[src/rtl/aer_hdr_log.sv]
module aer_hdr_log #(
  parameter int DEPTH = 8
) (
  input  logic         clk,
  input  logic         rst_n,
  input  logic         e2e_pfx_en,
  input  logic         rec_valid,
  input  logic [31:0]  rec_status,
  input  logic         rec_hdr_valid,
  input  logic [127:0] rec_hdr,
  input  logic         rec_pfx_present,
  input  logic [127:0] rec_pfx,
  input  logic         sts_wr,
  input  logic [31:0]  sts_wdata,
  input  logic         ctl_wr,
  input  logic [15:0]  ctl_wdata,
  output logic [31:0]  unc_status,
  output logic [15:0]  cap_ctl,
  output logic [127:0] hdr_log,
  output logic [127:0] pfx_log,
  output logic         log_overflow
);
  localparam int QD = (DEPTH > 0) ? DEPTH : 1;
  localparam int CW = $clog2(QD + 1);
  localparam logic HAS_MH = (DEPTH > 0);

  typedef struct packed {
    logic [4:0]   idx;
    logic         hv;
    logic [127:0] hdr;
    logic         pp;
    logic [127:0] pfx;
  } rec_t;

  function automatic logic [127:0] be4(input logic [127:0] d);
    logic [127:0] r;
    for (int k = 0; k < 4; k++)
      for (int b = 0; b < 4; b++)
        r[32*k + 8*b +: 8] = d[32*k + 8*(3-b) +: 8];
    return r;
  endfunction

  rec_t           q [QD];
  logic [CW-1:0]  cnt;
  logic [4:0]     fep, in_idx;
  logic           mh_en, pfx_flag;
  logic [31:0]    qor;
  rec_t           inc, ld;

  always_comb begin
    in_idx = '0;
    for (int i = 0; i < 32; i++)
      if (rec_status[i]) in_idx = 5'(i);
  end

  always_comb begin
    qor = '0;
    for (int i = 0; i < QD; i++)
      if (i < int'(cnt)) qor[q[i].idx] = 1'b1;
  end

  wire do_ctl = ctl_wr;
  wire do_sts = sts_wr && !ctl_wr;
  wire do_rec = rec_valid && $onehot(rec_status) && !ctl_wr && !sts_wr;

  wire        q_full    = (int'(cnt) == QD);
  wire        to_queue  = do_rec && mh_en && unc_status[fep];
  wire [31:0] sts_after = unc_status & ~sts_wdata;
  wire        first_clr = !sts_after[fep];
  wire        pop       = do_sts && first_clr && mh_en && (cnt != '0);
  wire        clr_log   = do_sts && first_clr && !pop;
  wire        load      = (do_rec && !to_queue) || pop;

  assign inc = '{idx: in_idx, hv: rec_hdr_valid, hdr: rec_hdr,
                 pp: rec_pfx_present, pfx: rec_pfx};
  assign ld  = pop ? q[0] : inc;

  logic unused_ctl;
  assign unused_ctl = ^{ctl_wdata[15:7], ctl_wdata[5:0]};

  always_ff @(posedge clk or negedge rst_n) begin
    if (!rst_n) begin
      unc_status   <= '0;
      fep          <= '0;
      mh_en        <= 1'b0;
      pfx_flag     <= 1'b0;
      hdr_log      <= '0;
      pfx_log      <= '0;
      log_overflow <= 1'b0;
      cnt          <= '0;
      for (int i = 0; i < QD; i++) q[i] <= '0;
    end else begin
      log_overflow <= to_queue && q_full;
      if (do_ctl) begin
        mh_en <= ctl_wdata[6] & HAS_MH;
        cnt   <= '0;
      end else if (do_sts) begin
        unc_status <= sts_after | (mh_en ? qor : 32'h0);
        if (pop) begin
          for (int i = 0; i < QD - 1; i++) q[i] <= q[i+1];
          cnt <= cnt - 1'b1;
        end
      end else if (do_rec) begin
        unc_status <= unc_status | rec_status;
        if (to_queue && !q_full) begin
          q[cnt] <= inc;
          cnt    <= cnt + 1'b1;
        end
      end
      if (load) begin
        fep     <= ld.idx;
        hdr_log <= ld.hv ? be4(ld.hdr) : '0;
        if (ld.pp && e2e_pfx_en) begin
          pfx_log  <= be4(ld.pfx);
          pfx_flag <= 1'b1;
        end else begin
          pfx_log  <= '0;
          pfx_flag <= 1'b0;
        end
      end else if (clr_log) begin
        fep      <= '0;
        hdr_log  <= '0;
        pfx_log  <= '0;
        pfx_flag <= 1'b0;
      end
    end
  end

  assign cap_ctl = {8'h00, pfx_flag, mh_en, HAS_MH, fep};


  ovf_when_full_chk: assert property (@(posedge clk) disable iff (!rst_n)
    log_overflow |-> (int'($past(cnt)) == QD));


  depth_bound_chk: assert property (@(posedge clk) disable iff (!rst_n)
    int'(cnt) <= QD);


  ctl_flush_chk: assert property (@(posedge clk) disable iff (!rst_n)
    ctl_wr |=> (cnt == '0));


  queue_needs_enable_chk: assert property (@(posedge clk) disable iff (!rst_n)
    !mh_en |-> (cnt == '0));


  pointer_load_chk: assert property (@(posedge clk) disable iff (!rst_n)
    (do_rec && !mh_en) |=> (fep == $past(in_idx)));


  pending_kept_chk: assert property (@(posedge clk) disable iff (!rst_n)
    (do_sts && mh_en && !first_clr) |=> $stable(fep));
endmodule

[config.mk]
export PLATFORM = sky130hd
export DESIGN_NAME = aer_hdr_log
export DESIGN_NICKNAME = d
export VERILOG_FILES = /design/src/rtl/aer_hdr_log.sv
export SDC_FILE = /design/constraint.sdc
export NUM_CORES = 2
export LEC_CHECK = 0
export BUFFER_PORTS_ARGS = -buffer_cell sky130_fd_sc_hd__buf_2
export CAP_MARGIN = 20
export CORE_AREA = 2 2 557 559
export DETAILED_ROUTE_END_ITERATION = 16
export DIE_AREA = 0 0 559 561
export GPL_TIMING_DRIVEN = 0
export MAX_ROUTING_LAYER = met4
export PLACE_DENSITY = 0.51
export SLEW_MARGIN = 15
export SYNTH_ARGS = -nofsm -noshare
export SYNTH_HDL_FRONTEND = slang
export SYNTH_SLANG_ARGS = --single-unit
export TNS_END_PERCENT = 1
[constraint.sdc]
create_clock -name clk -period 2.67 [get_ports clk]
set_input_delay 0.1335 -clock clk [delete_from_list [all_inputs] [get_ports clk]]
set_output_delay 0.1335 -clock clk [all_outputs]
set_load 0.01 [all_outputs]
==> impl_metrics.toml <==
[sta]
fin_ws_ns = -3.05
finalHoldViolations = 0
rsz0062_at_grt = "true"
tightest_slew_ns = 1.03
layout_min_cycle_time_ns = 5.72
finalMaxSlewViolations = 0
setup_tns_ns = -7607.16
relSlewSlack_pct = 31.5
fmax_ghz = 0.175
period_share_pct = 214
clock_skew_ns = 0.0527
setup_viol = 3660

[synth]
synth_enable_flop_cells = 0
synth_flop_cell = "dfrtp_1"
synth_seq_area_share_pct = 56.1
syn_inst = 10632
ys_ff_latch = 2404
yosysWarningCount = 0
synth.cell_area_um2 = 107000
async_flop_share_pct = 100
syn_area_per_cell_um2 = 10.1
synth_cell_types = 78

[setup_path]
crit_chain = "buf_8, fa_1, fa_1, inv_1, fa_2, inv_2, fa_1, fa_1, inv_1, fa_1, inv_1, ha_2, fa_1, nor4b_2, nand2_2, or3_4, buf_12, buf_8, o32a_4, buf_12, buf_16, buf_12, a22o_1, a31o_1"
cp_slowest_stage_delay_ns = 0.58
crit_path_start_kind = "input port"
crit_type = "in -> reg"
worstPathMaxFanout = 6
crit_top_cell = "fa_1"
cp_data_arrival_time_ns = 6.45
crit_required_ns = 3.40
cp_slowest_cell = "fa_2"
cp_num_buf_inv = 10
critPathCaptureType = "flop"
regToRegSetupSlack_ns = -2.09
cp_top_family = "adder cells"

[clocking]
insertion_delay_ns = 0.91
numCtsBuffers = 279
clk_pin_slew_ns = 0.06
cts_tree = "yes"
cts_sinks = 2404
cts.path.max_buffers = 4
htree_levels = 5
cts_root_buf = "clkbuf_16"

[die]
die_x_um = 559
die_y_um = 561
start_util_pct = 34.9
core_area_um2 = 308000
row_count = 204
dieArea_um2 = 314000
io-pin-count = 649

[drt]
detail_route.iter0.violations = 7321
drc = 0
dr_wl_met2_um = 185000
firstDrtPassIters = 6
wl_met1_um = 182000
top_layer_used = "met4"
wl_um = 409000
detail-route-antenna-nets = 0
wl_met3_um = 25700
drt-wirelength-per-cell_um = 25.4
vias = 89082
viasPerCell = 5.53

[placement]
finalWeightedCongestion = 0.911
io_buffers = 369
hpwl_um = 296000
dp_cells = 15171
place_area_um2 = 116000

[finish]
final_nets = 12103
syn2layout_area_growth_pct = 23.2
drive_gt1_share_pct = 18.4
fin_area_um2 = 132000
fin_cells = 16107
utilization_pct = 43.0

[global_route]
grt_util_all_layers_pct = 26.1
grt-ovfl-total = 0
grt_pass1_vias = 90229
antenna_found_initial = 71
grt_pass1_wl_um = 604000
grt_max_degree = 151

[min_path]
hold_path.class = "in -> reg"

[run_status]
status = "finished with violations"
violations = "setup timing"

[run]
maxCapViolations = 0

[power_and_ir_drop]
leakagePower_nw = 63.3
max-vdd-ir-drop_mv = 0.814
power.density_nw_per_um2 = 667
## tightest hold or removal path, delay by kind of cell
kind,cells,cell delay (ns)
AO/OA/AOI/OAI,3,0.42
buffers and inverters,2,0.34
## sequential cells by signal (all words and copies together) (netlist names)
register      flops
cnt               4
fep               5
hdr_log         128
log_overflow      1
mh_en             1
pfx_flag          1
pfx_log         128
q              2104
unc_status       32
## cell type report
cell class / count / area, um2
Antenna cell: 51 / 128
Buffer: 1188 / 7420
Clock buffer: 412 / 8140
Clock inverter: 80 / 978
Fill cell: 29721 / 175000
Inverter: 321 / 1200
Multi-Input combinational cell: 6726 / 41800
Sequential cell: 2404 / 60200
Tap cell: 4120 / 5150
Timing Repair Buffer: 805 / 7180
## worst paths after layout
check	end	startpoint	cells after the start
setup / recovery	fep[0]	rec_status[27]	24
hold / removal	q[2099]	rec_status[11]	5
setup reg to reg	hdr_log[70]	fep[3]	13
hold reg to reg	hdr_log[91]	hdr_log[91]	2
max in group asynchronous	hdr_log[50]	rst_n	13
min in group asynchronous	q[1878]	rst_n	7
## cells in the final DEF (no fill, tap or decap), types with 59 or more instances in the layout
master         netlist  routed
mux2i_1            262     262
buf_2              413     727
o21ai_1             30      59
clkbuf_2             8     128
nor2_1             628     626
mux2_2             260     260
buf_4               53      88
o22ai_1            789     740
a22o_1             256     254
o21ai_0            256     208
buf_6               13      93
a21o_1             257     257
clkbuf_16            0     305
dfrtp_1           2404    2404
clkbuf_1           600     424
a22oi_1            780     777
inv_1              321     318
clkbuf_8             0      86
nand3_1            798     771
dlygate4sd3_1        0     339
nand2_1           1108    1054
buf_1              101      64
a21oi_1            841     786
## stage by stage
step,hold WS (ns),power (W),worst slack [ns]
finish,0.0692,0.0881,-3.05
floorplan,-0.162,0.0437,-3.04
global route,0.0474,0.0915,-3.12
detailed placement,0.0876,0.0475,-5.56
CTS,0.00911,0.0888,-2.96
global placement,0.398,0.0472,-52.23
## metal layers
layer | track usage [%] | up-vias
met5 | - | -
met2 | 40.1 | 2985
met4 | 8.56 | 0
li1 | - | 40434
met1 | 35.4 | 44987
met3 | 4.04 | 676
## synthesized netlist by cell type (6+ instances only)
cell type,count,area share (%)
nor3_1,37,0.17
a222oi_1,6,0.056
buf_4,53,0.37
nor2_1,628,2.2
a22o_1,256,2.1
a221o_1,58,0.54
o22ai_1,789,4.6
fa_1,24,0.45
mux2i_1,262,2.4
nand3b_1,15,0.10
a21oi_1,841,3.9
nand4_1,6,0.035
and3b_1,8,0.065
a31oi_1,18,0.10
buf_6,13,0.14
mux2_2,260,2.7
and3_1,16,0.093
a211oi_1,11,0.077
nor2b_1,11,0.064
a221oi_1,19,0.16
or2_2,11,0.064
o21ai_1,30,0.14
clkbuf_2,8,0.037
ha_1,10,0.12
o221ai_1,24,0.20
nand2_1,1108,3.9
a22oi_1,780,5.5
mux4_2,8,0.17
inv_1,321,1.1
clkbuf_1,600,2.1
nor3b_1,22,0.15
o211ai_1,10,0.070
and2_1,25,0.15
buf_1,101,0.35
dfrtp_1,2404,56
buf_2,413,1.9
nand2b_1,15,0.087
a21o_1,257,1.8
o21ai_0,256,1.2
o21bai_1,6,0.042
or3_1,15,0.087
nor4_1,10,0.058
or3b_1,6,0.049
nand3_1,798,3.7
## timing repair
item | CTS | global route
pin swaps | 38 | 35
hold endpoints to repair | 2892 | 0
cloned | 5 | 6
setup buffers | 30 | 7
endpoints found under the setup margin | 2550 | 3707
resized for setup | 564 | 492
hold buffers | 344 | 0
## power breakdown
group | total, W | leakage, nW | internal, W | switching [W]
combinational | 0.0105 | 29.3 | 0.00373 | 0.00681
sequential | 0.0390 | 29.6 | 0.0379 | 0.00114
clock | 0.0386 | 4.47 | 0.0226 | 0.0160
## kinds of logic after synthesis
group	count (synthesis)	synth area share (%)
buf+inv	1509	6.05
mux	530	5.34
flops	2404	56.1
fa+ha+maj	34	0.565
simple gates	2757	11.2
other cells	2	0.00700
compound gates	3396	20.8
No activity file was read; power rests on OpenSTA's default activity.
